**src/rtl/hsbt_pkg.sv**
```systemverilog
package hsbt_pkg;
  typedef enum logic [2:0] {
    IDX_DIV_LO = 3'd0,
    IDX_DIV_HI = 3'd1,
    IDX_MODE   = 3'd2,
    IDX_SCNT   = 3'd3,
    IDX_SPT    = 3'd4,
    IDX_FLO    = 3'd5,
    IDX_FHI    = 3'd6,
    IDX_NONE   = 3'd7
  } cfg_idx_e;

  localparam int MODE_HS_CODE = 3;
endpackage

```
**src/rtl/hsbt_regs.sv**
```systemverilog
module hsbt_regs
  import hsbt_pkg::*;
#(
  parameter int CFG_W = 8,
  parameter int FHI_W = 2,
  localparam int DIV_W = 2 * CFG_W,
  localparam int SLOTS = CFG_W + FHI_W
) (
  input  logic             clk,
  input  logic             rst_n,
  input  logic             wr_en,
  input  logic [2:0]       wr_idx,
  input  logic [CFG_W-1:0] wr_data,
  output logic [DIV_W-1:0] div_q,
  output logic             hs_q,
  output logic [CFG_W-1:0] scnt_q,
  output logic [CFG_W-1:0] spt_q,
  output logic [SLOTS-1:0] mask_q
);
  logic [CFG_W-1:0] div_lo_q, div_lo_d, div_hi_q, div_hi_d;
  logic [CFG_W-1:0] mode_q, mode_d, scnt_d, spt_d, flo_q, flo_d;
  logic [FHI_W-1:0] fhi_q, fhi_d;

  always_comb begin
    div_lo_d = div_lo_q;
    div_hi_d = div_hi_q;
    mode_d   = mode_q;
    scnt_d   = scnt_q;
    spt_d    = spt_q;
    flo_d    = flo_q;
    fhi_d    = fhi_q;
    if (wr_en) begin
      case (cfg_idx_e'(wr_idx))
        IDX_DIV_LO: div_lo_d = wr_data;
        IDX_DIV_HI: div_hi_d = wr_data;
        IDX_MODE:   mode_d   = wr_data;
        IDX_SCNT:   scnt_d   = wr_data;
        IDX_SPT:    spt_d    = wr_data;
        IDX_FLO:    flo_d    = wr_data;
        IDX_FHI:    fhi_d    = wr_data[FHI_W-1:0];
        default:    ;
      endcase
    end
  end

  always_ff @(posedge clk or negedge rst_n) begin
    if (!rst_n) begin
      div_lo_q <= '0;
      div_hi_q <= '0;
      mode_q   <= '0;
      scnt_q   <= '0;
      spt_q    <= '1;
      flo_q    <= '0;
      fhi_q    <= '0;
    end else begin
      div_lo_q <= div_lo_d;
      div_hi_q <= div_hi_d;
      mode_q   <= mode_d;
      scnt_q   <= scnt_d;
      spt_q    <= spt_d;
      flo_q    <= flo_d;
      fhi_q    <= fhi_d;
    end
  end

  assign div_q  = {div_hi_q, div_lo_q};
  assign hs_q   = (mode_q == CFG_W'(MODE_HS_CODE));
  assign mask_q = {fhi_q, flo_q};

  // registers change only through a write to a used index
  p_hold_no_write_r2: assert property (@(posedge clk) disable iff (!rst_n)
    (!wr_en || wr_idx == 3'd7) |=> ($stable(div_q) && $stable(hs_q) &&
      $stable(scnt_q) && $stable(spt_q) && $stable(mask_q)));
endmodule

```
**src/rtl/hsbt_prescale.sv**
```systemverilog
module hsbt_prescale #(
  parameter int DIV_W = 16
) (
  input  logic             clk,
  input  logic             rst_n,
  input  logic             restart,
  input  logic             run,
  input  logic [DIV_W-1:0] div,
  output logic             dclk_en
);
  logic [DIV_W-1:0] pre_q, pre_d;
  logic             div_zero, at_end;

  always_comb begin
    div_zero = (div == '0);
    at_end   = (pre_q == div - DIV_W'(1));
    dclk_en  = run && !div_zero && !restart && at_end;
    pre_d    = pre_q;
    if (restart)
      pre_d = '0;
    else if (run && !div_zero)
      pre_d = at_end ? '0 : pre_q + DIV_W'(1);
  end

  always_ff @(posedge clk or negedge rst_n) begin
    if (!rst_n) pre_q <= '0;
    else        pre_q <= pre_d;
  end

  // with a divisor above one, two enables are never adjacent
  p_en_spacing_r3: assert property (@(posedge clk) disable iff (!rst_n)
    (dclk_en && div > DIV_W'(1)) |=> !dclk_en);
endmodule

```
**src/rtl/hsbt_bittimer.sv**
```systemverilog
module hsbt_bittimer #(
  parameter int CFG_W   = 8,
  parameter int SLOTS   = 10,
  parameter int STD_OSR = 16,
  localparam int POS_W   = CFG_W + 1,
  localparam int SLOT_W  = $clog2(SLOTS + 1),
  localparam int STD_LAST = STD_OSR - 1,
  localparam int STD_SPT  = STD_OSR / 2 - 1
) (
  input  logic             clk,
  input  logic             rst_n,
  input  logic             restart,
  input  logic             dclk_en,
  input  logic             hs,
  input  logic [CFG_W-1:0] scnt,
  input  logic [CFG_W-1:0] spt,
  input  logic [SLOTS-1:0] mask,
  output logic             bit_tick,
  output logic             sample_strobe
);
  logic [POS_W-1:0]  pos_q, pos_d, last, spt_eff;
  logic [SLOT_W-1:0] slot_q, slot_d;
  logic              tick_d, strobe_d, stretch, end_bit, hit;

  always_comb begin
    stretch = 1'b0;
    for (int i = 0; i < SLOTS; i++) begin
      if (slot_q == SLOT_W'(i)) stretch = mask[i];
    end
    stretch = stretch && hs;
    last    = (hs ? {1'b0, scnt} : POS_W'(STD_LAST)) + POS_W'(stretch);
    spt_eff = hs ? {1'b0, spt} : POS_W'(STD_SPT);
    end_bit = (pos_q == last);
    hit     = (pos_q == spt_eff);
  end

  always_comb begin
    pos_d    = pos_q;
    slot_d   = slot_q;
    tick_d   = 1'b0;
    strobe_d = 1'b0;
    if (restart) begin
      pos_d  = '0;
      slot_d = '0;
    end else if (dclk_en) begin
      tick_d   = end_bit;
      strobe_d = hit;
      pos_d    = end_bit ? '0 : pos_q + POS_W'(1);
      if (end_bit && slot_q != SLOT_W'(SLOTS)) slot_d = slot_q + SLOT_W'(1);
    end
  end

  always_ff @(posedge clk or negedge rst_n) begin
    if (!rst_n) begin
      pos_q         <= '0;
      slot_q        <= '0;
      bit_tick      <= 1'b0;
      sample_strobe <= 1'b0;
    end else begin
      pos_q         <= pos_d;
      slot_q        <= slot_d;
      bit_tick      <= tick_d;
      sample_strobe <= strobe_d;
    end
  end

  // a restart clears counters and suppresses outputs
  p_restart_quiet_r7: assert property (@(posedge clk) disable iff (!rst_n)
    restart |=> (!bit_tick && !sample_strobe && pos_q == '0 && slot_q == '0));
  // outputs only follow a divided enable
  p_follow_enable_r3: assert property (@(posedge clk) disable iff (!rst_n)
    (bit_tick || sample_strobe) |-> $past(dclk_en));
  // in-bit position never passes the end of the current bit
  p_pos_bound_r5: assert property (@(posedge clk) disable iff (!rst_n)
    pos_q <= last);
  // a tick leaves the in-bit counter at the start of the next bit
  p_tick_realign_r5: assert property (@(posedge clk) disable iff (!rst_n)
    bit_tick |-> pos_q == '0);
  // slot counter saturates past the masked slots
  p_slot_sat_r6: assert property (@(posedge clk) disable iff (!rst_n)
    slot_q <= SLOT_W'(SLOTS));
endmodule

```
**src/rtl/hs_baud_gen.sv**
```systemverilog
module hs_baud_gen #(
  parameter int CFG_W   = 8,
  parameter int FHI_W   = 2,
  parameter int STD_OSR = 16,
  localparam int DIV_W  = 2 * CFG_W,
  localparam int SLOTS  = CFG_W + FHI_W
) (
  input  logic             clk,
  input  logic             rst_n,
  input  logic             cfg_we,
  input  logic [2:0]       cfg_idx,
  input  logic [CFG_W-1:0] cfg_wdata,
  input  logic             frame_start,
  output logic             bit_tick,
  output logic             sample_strobe
);
  logic [DIV_W-1:0] r_div, sh_div_q, sh_div_d;
  logic             r_hs, sh_hs_q, sh_hs_d, run_q, run_d;
  logic [CFG_W-1:0] r_scnt, r_spt, sh_scnt_q, sh_scnt_d, sh_spt_q, sh_spt_d;
  logic [SLOTS-1:0] r_mask, sh_mask_q, sh_mask_d;
  logic             dclk_en;

  hsbt_regs #(.CFG_W(CFG_W), .FHI_W(FHI_W)) u_regs (
    .clk(clk), .rst_n(rst_n), .wr_en(cfg_we), .wr_idx(cfg_idx),
    .wr_data(cfg_wdata), .div_q(r_div), .hs_q(r_hs), .scnt_q(r_scnt),
    .spt_q(r_spt), .mask_q(r_mask)
  );

  // Frame-start capture of the timing configuration
  always_comb begin
    run_d     = run_q;
    sh_div_d  = sh_div_q;
    sh_hs_d   = sh_hs_q;
    sh_scnt_d = sh_scnt_q;
    sh_spt_d  = sh_spt_q;
    sh_mask_d = sh_mask_q;
    if (frame_start) begin
      run_d     = 1'b1;
      sh_div_d  = r_div;
      sh_hs_d   = r_hs;
      sh_scnt_d = r_scnt;
      sh_spt_d  = r_spt;
      sh_mask_d = r_mask;
    end
  end

  always_ff @(posedge clk or negedge rst_n) begin
    if (!rst_n) begin
      run_q     <= 1'b0;
      sh_div_q  <= '0;
      sh_hs_q   <= 1'b0;
      sh_scnt_q <= '0;
      sh_spt_q  <= '1;
      sh_mask_q <= '0;
    end else begin
      run_q     <= run_d;
      sh_div_q  <= sh_div_d;
      sh_hs_q   <= sh_hs_d;
      sh_scnt_q <= sh_scnt_d;
      sh_spt_q  <= sh_spt_d;
      sh_mask_q <= sh_mask_d;
    end
  end

  hsbt_prescale #(.DIV_W(DIV_W)) u_pre (
    .clk(clk), .rst_n(rst_n), .restart(frame_start), .run(run_q),
    .div(sh_div_q), .dclk_en(dclk_en)
  );

  hsbt_bittimer #(.CFG_W(CFG_W), .SLOTS(SLOTS), .STD_OSR(STD_OSR)) u_bit (
    .clk(clk), .rst_n(rst_n), .restart(frame_start), .dclk_en(dclk_en),
    .hs(sh_hs_q), .scnt(sh_scnt_q), .spt(sh_spt_q), .mask(sh_mask_q),
    .bit_tick(bit_tick), .sample_strobe(sample_strobe)
  );

  // nothing is produced before the first frame start
  p_idle_before_frame_r1: assert property (@(posedge clk) disable iff (!rst_n)
    !run_q |-> (!bit_tick && !sample_strobe));
  // a zero divisor keeps both outputs low
  p_zero_div_silent_r3: assert property (@(posedge clk) disable iff (!rst_n)
    (sh_div_q == '0) |=> (!bit_tick && !sample_strobe));
  // captured timing holds between frame starts
  p_shadow_hold_r8: assert property (@(posedge clk) disable iff (!rst_n)
    !frame_start |=> ($stable(sh_div_q) && $stable(sh_hs_q) &&
      $stable(sh_scnt_q) && $stable(sh_spt_q) && $stable(sh_mask_q)));
endmodule

```
**config.mk**
```make
export PLATFORM = sky130hd
export DESIGN_NAME = hs_baud_gen
export DESIGN_NICKNAME = d
export VERILOG_FILES = /design/src/rtl/hsbt_pkg.sv /design/src/rtl/hsbt_regs.sv /design/src/rtl/hsbt_prescale.sv /design/src/rtl/hsbt_bittimer.sv /design/src/rtl/hs_baud_gen.sv
export SDC_FILE = /design/constraint.sdc
export NUM_CORES = 1
export LEC_CHECK = 0
export CAP_MARGIN = 20
export CORE_ASPECT_RATIO = 0.7
export CORE_MARGIN = 1
export CORE_UTILIZATION = 50
export CTS_BUF_LIST = sky130_fd_sc_hd__clkbuf_4 sky130_fd_sc_hd__clkbuf_8
export CTS_CLUSTER_DIAMETER = 120
export DETAILED_ROUTE_END_ITERATION = 12
export PLACE_DENSITY = 0.69
export SYNTH_ARGS = -nofsm -noshare
export SYNTH_HDL_FRONTEND = slang
export SYNTH_SLANG_ARGS = --single-unit
export TNS_END_PERCENT = 20
```
**constraint.sdc**
```tcl
create_clock -name clk -period 4 [get_ports clk]
set_clock_uncertainty 0.05 [all_clocks]
set_input_delay 1 -clock clk [delete_from_list [all_inputs] [get_ports clk]]
set_output_delay 1 -clock clk [all_outputs]
set_load 0.01 [all_outputs]
```
==> reports/qor.yml, run 1 <==
layout:
  syn2layout_area_growth_pct: 13.8
  fillCellCount: 1022
  num_antenna_cells: 0
  final_cell_count_no_fill: 794
  drive_gt1_share_pct: 29.9
  fin_nets: 644
yosys:
  yosysTopAreaCell: "dfrtp_1"
  ys_types: 61
  dominantRegCellSynth: "dfrtp_1"
  synth_top_area_share_pct: 41.2
  syn_inst: 595
  ys_seq_elements: 125
  syn_area_um2: 6620
  avgSynthCellArea_um2: 11.1
  synthTopCellsByCount: "dfrtp_1 (109), mux2_2 (92), nand2_1 (34)"
  synth.most_common_cell: "dfrtp_1"
  yosys-top-cells-area: "dfrtp_1 (41%), mux2_2 (16%), dfstp_2 (6.4%)"
  synth_edf_count: 0
  ys_seq_area_share_pct: 47.6
  async_reset_ff_share_pct: 100
  yosysWarnings: 0
  syn_nets: 620
cts:
  clk_latency_ns: 0.44
  cts_buffers: 17
  clk_path_buf_depth: 2
  cts_tree: "done"
  clock-root-buffer: "clkbuf_8"
  htreeDepth: 4
  cts_sinks: 125
  clk_pin_slew_ns: 0.08
  postCtsHoldBufs: 0
power:
  vdd_drop_max_uv: 273
  power.density_nw_per_um2: 467
  power_leakage_nw: 3.11
placement:
  globalplace.congestion: 0.938
  io_buffers: 16
  dpl.hpwl_um: 10900
  place_inst: 761
timing:
  hold_viol: 0
  worst_pin_slew_ns: 1.06
  rsz0062_at_grt: "no"
  drv_slew: 0
  fin_crit_sh_pct: 96.6
  fmax_ghz: 0.259
  fin_setup_tns_ns: 0
  setup_viol: 0
  max-slew-margin-rel_pct: 28.8
  timing.final.crit_period_ns: 3.86
routing:
  via_per_inst: 6.06
  met1_length_um: 7740
  vias: 4812
  routed-wl-met2_um: 6520
  ant_nets: 0
  drt-initial-drc-count: 388
  routed_wl_um: 15300
  wl_per_cell_um: 19.2
  wl_met3_um: 903
  top_layer: "met4"
  drt_pass1_iterations: 5
  drc: 0
die:
  die_y_um: 98.3
  std_cell_rows: 34
  coreArea_um2: 12700
  ios: 17
  die_x_um: 140
  die_area_um2: 13700
  start_util_pct: 52.2
setup_path:
  rr_worst_depth: 18
  reg2reg_slack_ns: 0.14
  worstPathRequired_ns: 4.27
  critical_path.cell_chain: "inv_2, ha_4, mux2_2, o21ai_4, a21oi_2, nor3_2, a211oi_1, o21a_1, ha_4, ha_4, nand2_1, or2_4, mux2_2, a211oi_2, o2111ai_2, buf_4, and3b_2, mux2_1"
  critPathCaptureType: "flip-flop"
  cpMostUsedCell: "ha_4"
  critPathMaxFanout: 5
  r2r_start: "u_bit.slot_q[1]"
  start_kind: "flip-flop"
  r2r-end: "u_bit.slot_q[0]"
  cp.arrival_ns: 4.13
  cpPeakStageDelay_ns: 0.39
  worstSetupPathType: "flip-flop to flip-flop"
  slowest_stage: "dfrtp_1"
global_routing:
  overflow: 0
  grt_max_degree: 61
  grt_pass1_wl_um: 25400
  antenna_found_initial: 0
  grt_pass1_vias: 4847
  grt_use_total_pct: 24.1
flow_run:
  cap_violations: 0
run_status:
  run_status: "finished, final reports clean"
worst_hold_path:
  hold_depth: 2
  hp-class: "flip-flop to flip-flop"
  whs_endpoint: "sh_scnt_q[6]"
  worstHoldStart: "u_regs.scnt_q[6]"
[report_power, final]
part           leakage [nW]  internal (mW)  switching [mW]
Sequential             1.54           1.51           0.227
Clock                 0.204          0.578           0.574
Combinational          1.37          0.326           0.298
[cell families after synthesis]
family / after synthesis / share of synthesized area [%]
xor gates and xnor gates: 29 / 3.84
muxes: 99 / 16.7
AOI/OAI and AO/OA: 97 / 10.2
and+or+nand+nor: 185 / 16.6
DFF: 125 / 47.6
buffers and inverters: 50 / 3.16
adders and majority gates: 10 / 1.89
[cell usage in the layout, fill, tap and decap left out, types with 14 or more instances in the layout]
master | Yosys | final
nand2_1 | 34 | 34
nor2_1 | 19 | 18
o21ai_0 | 21 | 19
o31ai_1 | 16 | 16
inv_1 | 18 | 16
nand3_1 | 19 | 19
clkdlybuf4s50_1 | 0 | 14
xnor2_1 | 20 | 20
buf_4 | 0 | 22
dfrtp_1 | 109 | 109
clkbuf_8 | 0 | 17
dfstp_2 | 16 | 16
nor3_1 | 16 | 15
mux2_2 | 92 | 92
[repair_timing]
action / CTS / global route
setup buffers: 0 / 1
pin swaps: 3 / 8
endpoints found under the setup margin: 11 / 11
resized for setup: 12 / 16
[stage by stage]
step | hold slack [ns] | worst slack (ns) | power, mW | utilization, % | area, µm²
finish | 0.441 | 0.137 | 3.52 | 59.4 | 7530
global route | 0.473 | 0.0136 | 3.70 | 59.4 | 7530
CTS | 0.443 | 0.0329 | 3.52 | 58.6 | 7420
detailed placement | 0.423 | -0.190 | 2.36 | 55.1 | 6980
global placement | 0.416 | -0.0552 | 2.32 | 55.1 | 6980
floorplan | 0.398 | 0.101 | 2.15 | - | 6620
[how the worst max path moves through the flow]
stage	startpoint	end	depth (start not counted)
after global placement	u_bit.slot_q[1]	u_bit.slot_q[0]	18
after floorplan	u_bit.slot_q[1]	u_bit.slot_q[0]	17
after detailed placement	u_bit.slot_q[1]	u_bit.slot_q[0]	19
after global routing	u_bit.slot_q[1]	u_bit.slot_q[0]	18
after CTS	u_bit.slot_q[1]	u_bit.slot_q[0]	18
final	u_bit.slot_q[1]	u_bit.slot_q[0]	18
[per-layer routing]
layer  global-route usage [%]  up-vias
li1                         -     2255
met1                     35.7     2432
met2                     35.0      113
met3                     6.96       12
met4                     5.13        0
met5                        0        -
[cell type report]
class	count	area (µm²)	share of cell area [%]
sequential	125	3150	41.8
inverter	18	67.6	0.897
multi-input combinational	420	3390	45.0
clock buffer	17	234	3.11
timing repair buffer	37	310	4.12
clock inverter	15	179	2.38
tap	162	203	2.69
[sequential cells by signal, indices dropped and copies added (netlist names), 9 cells and up]
signal / cells
u_bit.pos_q: 9
sh_mask_q: 10
u_pre.pre_q: 16
sh_div_q: 16
[worst max-delay path, delay by kind of cell (launching register included)]
family	cells	cell delay, ns
muxes	3	1.01
AOI/OAI and AO/OA	6	0.89
and+or+nand+nor	4	0.65
adders and majority gates	3	0.50
DFF	1	0.39
buffers and inverters	2	0.26
(Power assumes the default switching activity.)
==> inputs of run 2 (changes only) <==
- CAP_MARGIN: 20 -> 40
==> run 2 against run 1 <==
Register-to-register slack gained 0.06 ns. Cell area shrank 0.50%. Die area is the same. Sequential power is essentially flat. Combinational power shrank 0.8%. Wire length grew 1.6%. Core utilization shrank 0.30 points. Non-clock buffer count grew 1. Cell count grew 0.13%. Via count grew 0.91%. Largest power group unchanged.
==> reports/qor.yml, run 2 (same netlist as run 1, synthesis figures left out) <==
timing:
  max-slew-margin-rel_pct: 52.0  # +23 points
  fin_crit_sh_pct: 95.1  # -1.5 points
  setup_slack_ns: 0.198  # +0.0607 ns
  hold_viol: 0  # unchanged
  worst_pin_slew_ns: 0.714  # -0.346 ns
  drv_slew: 0  # unchanged
  fmax_ghz: 0.263  # +1.6%
  rsz0062_at_grt: "no"
  timing.final.crit_period_ns: 3.80  # -0.0607 ns
  setup_viol: 0  # unchanged
power:
  internal_power_mw: 2.41  # -0.36%
  p_sw_share_pct: 30.7  # -0.53 points
  comb_power_share_pct: 17.8  # about the same
  p_clk_share_pct: 32.2  # -0.6 points
  seq_power_share_pct: 50.0  # +0.5 points
  power.density_nw_per_um2: 464  # -0.63%
  power_leakage_nw: 3.09  # -0.61%
  p_switching_mw: 1.07  # -2.8%
  vdd_drop_max_uv: 333  # +22%
placement:
  dpl.hpwl_um: 11100  # +1.8%
  globalplace.congestion: 0.938  # unchanged
  io_buffers: 16  # unchanged
  place_inst: 762  # +0.13%
  dpl_cell_area_um2: 6990  # about the same
  place_ws_ns: -0.189  # +0.00184 ns
setup_path:
  r2r-end: "u_bit.slot_q[0]"
  critPathCapture: "u_bit.slot_q[0]"
  critical_path.cell_chain: "inv_2, ha_4, mux2_2, o21ai_2, a21oi_1, nor3_1, a211oi_1, o21a_1, ha_2, ha_4, nand2_2, or2_4, mux2_2, a211oi_2, o2111ai_1, buf_4, and3b_2, mux2_1"
  worstPathRequired_ns: 4.26  # about the same
  cp.arrival_ns: 4.06  # -0.07 ns
  slowest_stage: "dfrtp_1"
  rr_worst_depth: 18  # unchanged
  worstSetupPathType: "flip-flop to flip-flop"
  critPathMaxFanout: 5  # unchanged
  cp-startpoint: "u_bit.slot_q[1]"
  r2r_start: "u_bit.slot_q[1]"
  critPathCaptureType: "flip-flop"
  reg2reg_slack_ns: 0.20  # +0.06 ns
  start_kind: "flip-flop"
  cpPeakStageDelay_ns: 0.39  # about the same
layout:
  final_cell_count_no_fill: 795  # +0.13%
  fin_nets: 645  # +0.16%
  fillCellCount: 1043  # +2.1%
  multi_input_area_um2: 3360  # -0.96%
  syn2layout_area_growth_pct: 13.2
  mostFrequentLayoutCells: "dfrtp_1 (109), mux2_2 (92), nand2_1 (33)"
  num_antenna_cells: 0  # unchanged
  reg.largest.list: "sh_div_q x16, u_pre.pre_q x16, sh_mask_q x10"
  final_common_cell: "dfrtp_1"
  seqCellArea_um2: 3150  # unchanged
  drive_gt1_share_pct: 29.4  # -0.52 points
  final_area_um2: 7490  # -0.50%
die:
  die_area_um2: 13700  # unchanged
  die_y_um: 98.3  # unchanged
  coreArea_um2: 12700  # unchanged
  die_x_um: 140  # unchanged
  std_cell_rows: 34  # unchanged
  ios: 17  # unchanged
  start_util_pct: 52.2  # unchanged
cts:
  cts_buffers: 17  # unchanged
  clk_latency_ns: 0.43  # about the same
  htreeDepth: 4  # unchanged
  clk_path_buf_depth: 2  # unchanged
  clk_pin_slew_ns: 0.08  # about the same
  cts_tree: "done"
  cts_sinks: 125  # unchanged
  clock-root-buffer: "clkbuf_8"
worst_hold_path:
  hp-class: "flip-flop to flip-flop"
global_routing:
  grt_pass1_vias: 4861  # +0.29%
  grt_max_degree: 61  # unchanged
  grt_use_total_pct: 24.6  # +0.52 points
  antenna_found_initial: 0  # unchanged
  overflow: 0  # unchanged
  grt_pass1_wl_um: 25900  # +1.9%
routing:
  routed_wl_um: 15500  # +1.6%
  drt_pass1_iterations: 5  # unchanged
  wl_per_cell_um: 19.5  # +1.5%
  drc: 0  # unchanged
  ant_nets: 0  # unchanged
  drt-initial-drc-count: 418  # +7.7%
  vias: 4856  # +0.91%
  via_per_inst: 6.11  # +0.79%
flow_run:
  cap_violations: 0  # unchanged
run_status:
  run_status: "finished, final reports clean"
[run 2: power groups by stage]
stage	combinational [mW]	sequential, mW	clock [mW]
finish	0.619	1.74	1.12
global route	0.679	1.78	1.21
CTS	0.614	1.73	1.15
detailed placement	0.609	1.76	0
global placement	0.582	1.74	0
floorplan	0.501	1.65	0
[run 2: stage by stage]
stage | total power [mW] | utilization, % | hold WS, ns | TNS (ns)
finish | 3.48 | 59.1 | 0.431 | 0
global route | 3.67 | 59.1 | 0.473 | 0
CTS | 3.49 | 58.6 | 0.432 | 0
detailed placement | 2.36 | 55.1 | 0.423 | -0.989
global placement | 2.32 | 55.1 | 0.416 | -0.0552
floorplan | 2.15 | - | 0.398 | 0
[run 2: metal layers]
metal,wire (µm),global-route usage [%],vias up,share of wire [%]
li1,-,-,2256,-
met1,7830,36.4,2470,50
met2,6720,36.6,123,43
met3,883,6.42,7,5.7
met4,76,4.62,0,0.49
met5,0,0,-,0
[run 2: worst min-delay path by stage]
stage / startpoint / endpoint / slack, ns / cells past startpoint
2_1_floorplan: u_regs.scnt_q[6] / sh_scnt_q[6] / 0.40 / 2
3_3_place_gp: u_regs.div_lo_q[1] / sh_div_q[1] / 0.42 / 2
3_5_place_dp: u_regs.scnt_q[6] / sh_scnt_q[6] / 0.42 / 2
4_1_cts: u_regs.div_lo_q[1] / sh_div_q[1] / 0.43 / 2
5_1_grt: u_regs.div_hi_q[4] / sh_div_q[12] / 0.47 / 1
6_report: u_regs.div_lo_q[1] / sh_div_q[1] / 0.43 / 2
[run 2: final cells by class]
type / count / share of cell area (%)
Clock buffer: 18 / 3.22
Clock inverter: 14 / 2.15
Inverter: 18 / 0.902
Multi-Input combinational cell: 420 / 44.8
Sequential cell: 125 / 42.0
Tap cell: 162 / 2.71
Timing Repair Buffer: 38 / 4.21
[run 2: critical path: cells and delay by family, from the launching register on]
family | cells | cell delay, ns
adders and majority gates | 3 | 0.54
and+or+nand+nor | 4 | 0.65
muxes | 3 | 0.98
DFF | 1 | 0.39
AOI/OAI and AO/OA | 6 | 0.80
buffers and inverters | 2 | 0.27
[run 2: repair_timing]
action                     4_1_cts  5_1_grt
buffers inserted                 0        1
pin swaps                        0        5
setup endpoints to repair       11       11
gates resized for setup         10       12
hold buffers                     0        0
